$ cat config.mk
export PLATFORM = sky130hd
export DESIGN_NAME = hubexec_icache
export DESIGN_NICKNAME = d
export VERILOG_FILES = /design/src/rtl/icache_pkg.sv /design/src/rtl/icache_tag_lru.sv /design/src/rtl/icache_line_store.sv /design/src/rtl/icache_fill_ctrl.sv /design/src/rtl/hubexec_icache.sv
export SDC_FILE = /design/constraint.sdc
export NUM_CORES = 2
export LEC_CHECK = 0
export ABC_CLOCK_PERIOD_IN_PS = 4810
export BUFFER_PORTS_ARGS = -buffer_cell sky130_fd_sc_hd__buf_2
export CORE_UTILIZATION = 60
export DETAILED_ROUTE_END_ITERATION = 6
export PLACE_DENSITY = 0.77
export SYNTH_ARGS = -nofsm -noshare
export SYNTH_HDL_FRONTEND = slang
export SYNTH_SLANG_ARGS = --single-unit
$ cat constraint.sdc
create_clock -name clk -period 4.81 [get_ports clk]
set_input_delay 0.481 -clock clk [delete_from_list [all_inputs] [get_ports clk]]
set_output_delay 0.481 -clock clk [all_outputs]
set_load 0.02 [all_outputs]
$ cat src/rtl/icache_pkg.sv
package icache_pkg;
  typedef enum logic {
    SRC_LOCAL = 1'b0,
    SRC_CACHE = 1'b1
  } fetch_src_e;
endpackage

$ cat src/rtl/icache_tag_lru.sv
module icache_tag_lru #(
  parameter int WAYS  = 4,
  parameter int TAG_W = 13,
  parameter int WAY_W = $clog2(WAYS)
) (
  input  logic             clk,
  input  logic             rst_n,
  input  logic [TAG_W-1:0] lookup_tag,
  input  logic             touch_en,
  input  logic [WAY_W-1:0] touch_way,
  input  logic             inval_en,
  input  logic [WAY_W-1:0] inval_way,
  input  logic             commit_en,
  input  logic [WAY_W-1:0] commit_way,
  input  logic [TAG_W-1:0] commit_tag,
  output logic             hit,
  output logic [WAY_W-1:0] hit_way,
  output logic [WAYS-1:0]  hit_vec,
  output logic [WAY_W-1:0] victim_way
);
  localparam logic [WAY_W-1:0] OLDEST = WAY_W'(WAYS - 1);

  logic [TAG_W-1:0] tag_q   [WAYS];
  logic [WAY_W-1:0] age_q   [WAYS];
  logic [WAYS-1:0]  valid_q;

  // recency rank after a touch: touched way becomes 0, younger ones age
  function automatic logic [WAY_W-1:0] next_age(input logic [WAY_W-1:0] cur,
                                                input logic [WAY_W-1:0] ref_age,
                                                input logic             touched);
    if (touched)            return '0;
    else if (cur < ref_age) return cur + 1'b1;
    else                    return cur;
  endfunction

  generate
    for (genvar g = 0; g < WAYS; g++) begin : g_cmp
      assign hit_vec[g] = valid_q[g] && (tag_q[g] == lookup_tag);
    end
  endgenerate

  assign hit = |hit_vec;

  always_comb begin
    hit_way = '0;
    for (int i = 0; i < WAYS; i++) begin
      if (hit_vec[i]) hit_way = WAY_W'(i);
    end
  end

  always_comb begin
    logic found;
    found      = 1'b0;
    victim_way = '0;
    for (int i = 0; i < WAYS; i++) begin
      if (!found && !valid_q[i]) begin
        victim_way = WAY_W'(i);
        found      = 1'b1;
      end
    end
    if (!found) begin
      for (int i = 0; i < WAYS; i++) begin
        if (age_q[i] == OLDEST) victim_way = WAY_W'(i);
      end
    end
  end

  always_ff @(posedge clk) begin
    if (!rst_n) begin
      valid_q <= '0;
      for (int i = 0; i < WAYS; i++) begin
        tag_q[i] <= '0;
        age_q[i] <= WAY_W'(i);
      end
    end else begin
      if (inval_en)  valid_q[inval_way] <= 1'b0;
      if (commit_en) begin
        valid_q[commit_way] <= 1'b1;
        tag_q[commit_way]   <= commit_tag;
      end
      if (touch_en) begin
        for (int i = 0; i < WAYS; i++) begin
          age_q[i] <= next_age(age_q[i], age_q[touch_way], touch_way == WAY_W'(i));
        end
      end
    end
  end
endmodule

$ cat src/rtl/icache_line_store.sv
module icache_line_store #(
  parameter int WAYS       = 4,
  parameter int LINE_LONGS = 8,
  parameter int DATA_W     = 32,
  parameter int WAY_W      = $clog2(WAYS),
  parameter int OFF_W      = $clog2(LINE_LONGS)
) (
  input  logic              clk,
  input  logic              wr_en,
  input  logic [WAY_W-1:0]  wr_way,
  input  logic [OFF_W-1:0]  wr_off,
  input  logic [DATA_W-1:0] wr_data,
  input  logic [WAY_W-1:0]  rd_way,
  input  logic [OFF_W-1:0]  rd_off,
  output logic [DATA_W-1:0] rd_data
);
  logic [DATA_W-1:0] way_rd [WAYS];

  generate
    for (genvar g = 0; g < WAYS; g++) begin : g_way
      logic [DATA_W-1:0] row_q [LINE_LONGS];
      always_ff @(posedge clk) begin
        if (wr_en && wr_way == WAY_W'(g)) row_q[wr_off] <= wr_data;
      end
      assign way_rd[g] = row_q[rd_off];
    end
  endgenerate

  assign rd_data = way_rd[rd_way];
endmodule

$ cat src/rtl/icache_fill_ctrl.sv
module icache_fill_ctrl #(
  parameter int PC_W       = 16,
  parameter int DATA_W     = 32,
  parameter int LINE_LONGS = 8,
  parameter int WAY_W      = 2,
  parameter int OFF_W      = $clog2(LINE_LONGS)
) (
  input  logic              clk,
  input  logic              rst_n,
  input  logic              start,
  input  logic [PC_W-1:0]   start_pc,
  input  logic [WAY_W-1:0]  start_way,
  input  logic              hub_rvalid,
  input  logic [DATA_W-1:0] hub_rdata,
  output logic              busy,
  output logic [PC_W-1:0]   miss_pc,
  output logic [WAY_W-1:0]  fill_way,
  output logic [OFF_W-1:0]  beat_idx,
  output logic              beat_we,
  output logic              fill_done,
  output logic [DATA_W-1:0] req_word
);
  localparam logic [OFF_W-1:0] LAST_BEAT = OFF_W'(LINE_LONGS - 1);

  logic              busy_q;
  logic [PC_W-1:0]   pc_q;
  logic [WAY_W-1:0]  way_q;
  logic [OFF_W-1:0]  cnt_q;
  logic [DATA_W-1:0] pend_q;
  logic [OFF_W-1:0]  req_off;

  assign req_off   = pc_q[OFF_W-1:0];
  assign busy      = busy_q;
  assign miss_pc   = pc_q;
  assign fill_way  = way_q;
  assign beat_idx  = cnt_q;
  assign beat_we   = busy_q && hub_rvalid;
  assign fill_done = beat_we && (cnt_q == LAST_BEAT);
  assign req_word  = (cnt_q == req_off) ? hub_rdata : pend_q;

  always_ff @(posedge clk) begin
    if (!rst_n) begin
      busy_q <= 1'b0;
      pc_q   <= '0;
      way_q  <= '0;
      cnt_q  <= '0;
      pend_q <= '0;
    end else if (!busy_q) begin
      if (start) begin
        busy_q <= 1'b1;
        pc_q   <= start_pc;
        way_q  <= start_way;
        cnt_q  <= '0;
      end
    end else if (beat_we) begin
      cnt_q <= cnt_q + 1'b1;
      if (cnt_q == req_off) pend_q <= hub_rdata;
      if (fill_done)        busy_q <= 1'b0;
    end
  end
endmodule

$ cat src/rtl/hubexec_icache.sv
module hubexec_icache
  import icache_pkg::*;
#(
  parameter int PC_W       = 16,
  parameter int DATA_W     = 32,
  parameter int LINE_LONGS = 8,
  parameter int WAYS       = 4,
  parameter int LOCAL_TOP  = 511,
  parameter int LOCAL_AW   = $clog2(LOCAL_TOP + 1)
) (
  input  logic                clk,
  input  logic                rst_n,
  input  logic                fetch_req,
  input  logic [PC_W-1:0]     fetch_pc,
  output logic                busy,
  output logic                local_rd_en,
  output logic [LOCAL_AW-1:0] local_addr,
  input  logic [DATA_W-1:0]   local_rdata,
  output logic                insn_valid,
  output logic [DATA_W-1:0]   insn_data,
  output logic                hub_req,
  output logic [PC_W-1:0]     hub_addr,
  input  logic                hub_rvalid,
  input  logic [DATA_W-1:0]   hub_rdata
);
  localparam int OFF_W = $clog2(LINE_LONGS);
  localparam int TAG_W = PC_W - OFF_W;
  localparam int WAY_W = $clog2(WAYS);
  localparam logic [PC_W-1:0] LOCAL_LIM = PC_W'(LOCAL_TOP);

  function automatic logic in_local(input logic [PC_W-1:0] pc);
    return pc <= LOCAL_LIM;
  endfunction
  function automatic logic [TAG_W-1:0] tag_of(input logic [PC_W-1:0] pc);
    return pc[PC_W-1:OFF_W];
  endfunction
  function automatic logic [OFF_W-1:0] off_of(input logic [PC_W-1:0] pc);
    return pc[OFF_W-1:0];
  endfunction
  function automatic logic [PC_W-1:0] line_base(input logic [PC_W-1:0] pc);
    return {pc[PC_W-1:OFF_W], {OFF_W{1'b0}}};
  endfunction

  // named internal events (observed by the bound checker)
  logic              accept;
  logic              accept_local;
  logic              accept_hit;
  logic              miss_start;
  logic              fill_done;
  logic              hit;
  logic [WAYS-1:0]   hit_vec;
  logic [WAY_W-1:0]  hit_way;
  logic [WAY_W-1:0]  victim_way;
  logic [PC_W-1:0]   miss_pc;
  logic [WAY_W-1:0]  fill_way;
  logic [OFF_W-1:0]  beat_idx;
  logic              beat_we;
  logic [DATA_W-1:0] req_word;
  logic [DATA_W-1:0] line_rd;
  logic              fill_busy;

  logic              out_valid_q;
  fetch_src_e        out_src_q;
  logic [DATA_W-1:0] out_word_q;

  assign accept       = fetch_req && !fill_busy;
  assign accept_local = accept && in_local(fetch_pc);
  assign accept_hit   = accept && !in_local(fetch_pc) && hit;
  assign miss_start   = accept && !in_local(fetch_pc) && !hit;

  icache_tag_lru #(.WAYS(WAYS), .TAG_W(TAG_W), .WAY_W(WAY_W)) u_tags (
    .clk        (clk),
    .rst_n      (rst_n),
    .lookup_tag (tag_of(fetch_pc)),
    .touch_en   (accept_hit || fill_done),
    .touch_way  (fill_done ? fill_way : hit_way),
    .inval_en   (miss_start),
    .inval_way  (victim_way),
    .commit_en  (fill_done),
    .commit_way (fill_way),
    .commit_tag (tag_of(miss_pc)),
    .hit        (hit),
    .hit_way    (hit_way),
    .hit_vec    (hit_vec),
    .victim_way (victim_way)
  );

  icache_line_store #(.WAYS(WAYS), .LINE_LONGS(LINE_LONGS), .DATA_W(DATA_W),
                      .WAY_W(WAY_W), .OFF_W(OFF_W)) u_lines (
    .clk     (clk),
    .wr_en   (beat_we),
    .wr_way  (fill_way),
    .wr_off  (beat_idx),
    .wr_data (hub_rdata),
    .rd_way  (hit_way),
    .rd_off  (off_of(fetch_pc)),
    .rd_data (line_rd)
  );

  icache_fill_ctrl #(.PC_W(PC_W), .DATA_W(DATA_W), .LINE_LONGS(LINE_LONGS),
                     .WAY_W(WAY_W), .OFF_W(OFF_W)) u_fill (
    .clk        (clk),
    .rst_n      (rst_n),
    .start      (miss_start),
    .start_pc   (fetch_pc),
    .start_way  (victim_way),
    .hub_rvalid (hub_rvalid),
    .hub_rdata  (hub_rdata),
    .busy       (fill_busy),
    .miss_pc    (miss_pc),
    .fill_way   (fill_way),
    .beat_idx   (beat_idx),
    .beat_we    (beat_we),
    .fill_done  (fill_done),
    .req_word   (req_word)
  );

  always_ff @(posedge clk) begin
    if (!rst_n) begin
      out_valid_q <= 1'b0;
      out_src_q   <= SRC_LOCAL;
      out_word_q  <= '0;
    end else begin
      out_valid_q <= accept_local || accept_hit || fill_done;
      out_src_q   <= accept_local ? SRC_LOCAL : SRC_CACHE;
      if (fill_done)       out_word_q <= req_word;
      else if (accept_hit) out_word_q <= line_rd;
    end
  end

  assign busy        = fill_busy;
  assign hub_req     = fill_busy;
  assign hub_addr    = line_base(miss_pc);
  assign local_rd_en = accept_local;
  assign local_addr  = fetch_pc[LOCAL_AW-1:0];
  assign insn_valid  = out_valid_q;
  assign insn_data   = !out_valid_q ? '0 :
                       (out_src_q == SRC_LOCAL) ? local_rdata : out_word_q;
endmodule

== After elaboration in Yosys (flattened, before gate mapping) ==
Memory sizes are Yosys's and may differ from the RTL's.
Cells that the tools add are included.
Widths: inputs -> output; s select.

* Order comparisons: 10
* Reductions and logical operators: 40
* Equality and inequality tests: 17
* Multiplexer cells: 77
* Bitwise operators: 9
* $add $sub $neg: 5

{| class="wikitable"
|+ Operators with widths
! operator !! number
|-
| $mux 32 || 7
|-
| $bmux 32 s2 || 1
|-
| $mux 2 || 31
|-
| $eq 13x13->1 || 4
|-
| $mux 1 || 29
|-
| $logic_and 1x1->1 || 20
|-
| $eq 2x2->1 const B || 8
|-
| $le 16x9->1 const B || 1
|-
| $mux 13 || 1
|-
| $reduce_or 13->1 || 1
|-
| $mux 4 || 3
|-
| $mux 3 || 3
|-
| $add 2x1->2 const B || 4
|-
| $logic_not 1->1 || 8
|-
| $lt 2x2->1 || 4
|-
| $lt 2x3->1 const B || 2
|-
| $reduce_and 2->1 || 3
|-
| $and 4x4->4 || 1
|-
| $demux 1 s2 || 2
|-
| $eq 2x1->1 const B || 2
|-
| $ge 2x1->1 const B || 2
|-
| $logic_not 2->1 || 2
|-
| $not 4->4 || 1
|-
| $or 1x1->1 || 4
|-
| other kinds (11) || 14
|}

* Flip-flop bits (word level): 92
* Output and inout bits: 61
* Memories: 6
* Input bits: 84
* Logic and storage cells: 173
* RAM bits: 1084

{| class="wikitable"
|+ Memories
! name !! words !! bits a word !! read ports !! clocked after memory_dff !! wr ports !! line !! source
|-
| u_lines.g_way[0].row_q || 8 || 32 || 1 || 0 || 1 || icache_line_store.sv:21 || <nowiki>logic [DATA_W-1:0] row_q [LINE_LONGS];</nowiki>
|-
| u_lines.g_way[1].row_q || 8 || 32 || 1 || 0 || 1 || icache_line_store.sv:21 ||
|-
| u_lines.g_way[2].row_q || 8 || 32 || 1 || 0 || 1 || icache_line_store.sv:21 ||
|-
| u_lines.g_way[3].row_q || 8 || 32 || 1 || 0 || 1 || icache_line_store.sv:21 ||
|-
| u_tags.tag_q || 4 || 13 || 4 || 0 || 4 || icache_tag_lru.sv:23 || <nowiki>logic [TAG_W-1:0] tag_q [WAYS];</nowiki>
|-
| u_tags.age_q || 4 || 2 || 5 || 0 || 4 || icache_tag_lru.sv:24 || <nowiki>logic [WAY_W-1:0] age_q [WAYS];</nowiki>
|}

== Depth between registers and ports, before layout ==
* Depth after elaboration: 24
* Mapped depth: 12
* Mapped depth without buffers: 8

== Cells and area by module ==
Synthesis repeated with hierarchy kept, for this count alone.

* Cell total of the unflattened synthesis: 3074
* Area, all modules: 48507.8 um^2

{| class="wikitable"
|+ Modules (own cells, without submodules)
! module !! instances !! area each (um^2) !! sequential area each (um^2) !! cells each
|-
| icache_line_store || 1 || 39850.7 || 30749.5 || 2228
|-
| icache_tag_lru || 1 || 3490.8 || 1881.8 || 291
|-
| icache_fill_ctrl || 1 || 2672.6 || 1081.0 || 278
|-
| hubexec_icache || 1 || 2493.6 || 680.7 || 277
|}

== Worst setup path before layout ==
Ideal clock, no wire load.

* Path kind: reg2reg
* From: register u_fill.busy_q (netlist: u_fill.busy)
* To: memory u_lines.g_way[2].row_q[7][0], enable pin
* Stages on the path, launching flop included: 6
* Data arrival time: 2721 ps
* Setup time: 421 ps
* Path buffers: 2
* Period minus slack after synthesis: 3142 ps
* Data required time: 4389 ps
* Setup slack: 1668 ps
* Path through: dfxtp_1 > clkbuf_1 > nand2_1 > or2_2 > clkbuf_1 > nor2_1

* Word-level cells in the longest chain between the ends: 4

{| class="wikitable"
|+ RTL lines
! what !! line !! source
|-
| from (decl) || icache_fill_ctrl.sv:25 || <nowiki>logic busy_q;</nowiki>
|-
| from (signal assigned) || icache_fill_ctrl.sv:43 || <nowiki>busy_q <= 1'b0;</nowiki>
|-
| from (signal assigned) || icache_fill_ctrl.sv:50 || <nowiki>busy_q <= 1'b1;</nowiki>
|-
| from (signal assigned) || icache_fill_ctrl.sv:58 || <nowiki>if (fill_done) busy_q <= 1'b0;</nowiki>
|-
| $logic_and 1x1->1 || icache_fill_ctrl.sv:37 || <nowiki>assign beat_we = busy_q && hub_rvalid;</nowiki>
|-
| $logic_and 1x1->1 || icache_line_store.sv:23 || <nowiki>if (wr_en && wr_way == WAY_W'(g)) row_q[wr_off] <= wr_data;</nowiki>
|-
| $mux 1 || icache_line_store.sv:23 ||
|-
| $mux 1 (not written as such) || icache_line_store.sv:23 ||
|-
| to (decl) || icache_line_store.sv:21 ||
|}

No other way between the ends.

==> impl_results.md <==
* Outcome: finished, final reports clean
* Period minus WS final at 3.79 ns
* Initial drt markers at 3111
* Critical Path RT at 5.17 ns
* Dpl hpwl at 67200 um
* Commonest non-fill, non-tap cell in the layout: edfxtp_1
* Clock Sink Count at 1176
* Cell Area, Placed at 49000 um^2
* Power Internal at 16800 uW
* Worst path max stage delay at 0.75 ns
* R2r startpoint: u_tags.tag_q[3][7]
* GRT Total Usage at 30.5%
* Starting Density at 60.6%
* Slowest cell on crit path: and4_2
* Final Setup Violations at 0
* Final Slew Violations at 0
* Worst-Margin Slew at 1.14 ns
* CP endpoint kind: register
* CTS tree: done
* Fmax at 264 MHz
* Synth Register Bits at 1176
* Nets at 2780
* Highest Signal Layer: met4
* Router iterations before antenna repair at 6
* Port bufs at 141
* GPL Wtd Cong at 0.863
* Seq pwr share at 53.1%
* Post-synth top flop: edfxtp_1
* Final hold violations at 0
* Post-route ant nets at 0
* Max-slew headroom at 23.6%
* Clk pin slew, worst setup/hold paths at 0.06 ns
* Root Buffer Master: clkbuf_16
* Crit-path cells: xor2_1 > nor4_1 > and4_2 > nor3_1 > o31ai_1 > o211ai_2 > maj3_1 > a31oi_1
* Share of cells above drive strength 1 at 26.7%
* Clk network pwr share at 42.4%
* PwrDens at 401 nW/um^2
* Worst hold path class: primary input to register
* MaxCap Viol Count at 0
* Combinational share of power at 4.5%
* Clock Path Buffers at 3
* Sequential cell area fraction in the yosys report at 73.3%
* Post-synth EDFFs at 1084
* Syn Inst Count at 2543
* Clock Latency Late Sink at 0.69 ns
* Die area at 79300 um^2
* WL/cell at 30.9 um
* Leakage at 0.0172 uW
* WP data arrival at 4.14 ns
* Synthesis-to-finish area growth at 12.5%
* Final instance area at 52800 um^2
* Overall Power at 21200 uW
* Critical path peak fanout at 17
* Avg Cell Area, Syn at 18.4 um^2
* Htree depth at 3
* First-pass GRT wire length at 172000 um
* Vias at 25500
* Switching power at 4400 uW
* Die Y at 282 um
* Post_cts resized at 0
* Most frequent cells in the layout: edfxtp_1 (1084), mux4_2 (276), nand2_1 (220)
* Global route total overflow at 0
* Post-CTS setup buffers at 0
* Vias per std cell at 6.64
* Sw Share at 20.8%
* Fraction of registers with async set/reset at 0%
* Unrepaired setup endpoints after global routing: no
* Ys Warns at 0
* Vias in the first global route at 25700
* Clock buffer count from CTS at 114
* Setup crit start kind: register
* Placement Rows at 102
* Boundary Pins at 145
* M1 wire length at 44900 um
* Tcrit/Tclk final at 78.7%
* Met2 routed WL at 58500 um
* Core Footprint at 77500 um^2
* Setup Skew at 0.0297 ns
* R2r worst-path depth at 8
* Die X at 282 um
* Detailed-route DRC error count at 0
* Netlist Area Pre-Place at 46900 um^2
* Final wirelength at 118000 um
* Hold depth at 3
* Met3 wire len at 10900 um
* Largest net degree at the start of global routing at 90
* CP Launch Point: u_tags.tag_q[3][7]
* IR drop worst, VDD at 0.000421 V
* Hold buffers post-CTS at 0
* Initial antenna violation count at 5
* Min-delay src: fetch_pc[7]
* Library cells used by synthesis at 61
* Setup TNS at 0 ns
* Critical path type: register to register
-- cell families (layout without fill, tap and decap cells) --
| kind of cell | Yosys count | count (layout) | share of synthesized area (%) |
|---|---|---|---|
| adder cells (fa/ha/maj) | 7 | 7 | 0.181 |
| AND/OR/NAND/NOR | 472 | 472 | 4.53 |
| flip-flops | 1176 | 1176 | 73.3 |
| other | 1 | 5 | 0.00799 |
| AO/OA/AOI/OAI | 236 | 236 | 3.16 |
| multiplexers | 382 | 382 | 15.6 |
| buffers and inverters | 214 | 459 | 2.12 |
| XOR/XNOR | 55 | 55 | 1.11 |
-- Yosys cell counts (6+ instances only) --
cell,instances,area [um^2]
edfxtp_1,1084,32600
mux4_2,276,6220
nand2_1,220,826
nor2_1,103,387
clkbuf_1,94,353
dfxtp_1,92,1840
a21oi_1,87,435
mux2i_1,79,791
nand3_1,42,210
xnor2_1,39,342
o211ai_1,37,278
nor2b_1,32,200
a31oi_1,31,194
buf_1,30,113
buf_2,30,150
buf_4,29,218
o21ai_0,28,140
mux2_2,27,304
inv_1,25,93.8
and3_1,17,106
nand4_1,17,106
o22ai_1,12,75.1
o22a_1,11,96.3
xor2_1,11,96.3
a221oi_1,7,61.3
or4_1,7,52.6
buf_6,6,67.6
ha_1,6,75.1
nor3_1,6,30.0
-- registers in the layout (all words and copies together), names as in the netlist --
| name | cells |
|---|---|
| insn_valid | 1 |
| out_src_q | 1 |
| out_word_q | 32 |
| u_fill.beat_idx | 3 |
| u_fill.busy | 1 |
| u_fill.fill_way | 2 |
| u_fill.miss_pc | 16 |
| u_fill.pend_q | 32 |
| u_lines.g_way.row_q | 1024 |
| u_tags.age_q | 8 |
| u_tags.tag_q | 52 |
| u_tags.valid_q | 4 |
-- power by group through the flow --
stage	combinational (uW)	clock, uW	sequential, uW
after floorplan	618	0	11400
after global placement	933	0	11500
after detailed placement	957	0	11500
after CTS	964	9050	11200
after global routing	1020	9440	11200
final	961	8980	11200
-- worst max-delay path: cells and delay by family (launching register included) --
family / cells / cell delay (ns)
AO/OA/AOI/OAI: 3 / 0.99
XOR/XNOR: 1 / 0.15
adder cells (fa/ha/maj): 1 / 0.38
flip-flops: 1 / 0.38
AND/OR/NAND/NOR: 3 / 1.56
-- layout make-up --
class | count | area [um^2]
Antenna cell | 2 | 5.00
Clock buffer | 160 | 3210
Clock inverter | 56 | 586
Fill cell | 4846 | 24700
Inverter | 25 | 95.1
Multi-Input combinational cell | 1155 | 11800
Sequential cell | 1176 | 34400
Tap cell | 1040 | 1300
Timing Repair Buffer | 218 | 1410
-- through the flow --
step                instances  setup WS, ns  hold slack, ns  utilization (%)
floorplan                2545          1.67           0.432                -
global placement         3614         0.955           0.440             63.2
detailed placement       3614         0.851           0.447             63.2
CTS                      3830          1.13           0.111             68.1
global route             3831          1.01           0.148             68.2
finish                   3832          1.02           0.138             68.2
-- per-layer routing --
metal	vias up	GRT usage (%)
met5	-	0
met4	0	10.2
met3	259	4.86
met2	1565	50.4
met1	13200	42.0
li1	10400	-
-- final timing paths --
kind / endpoint / slack (ns)
worst max register to register: u_tags.age_q[1][1] / 1.02
worst min-delay path: u_fill.miss_pc[7] / 0.14
worst max-delay path: u_tags.age_q[1][1] / 1.02
worst min register to register: u_fill.pend_q[17] / 0.46
Power figures use the tool's default switching activity.
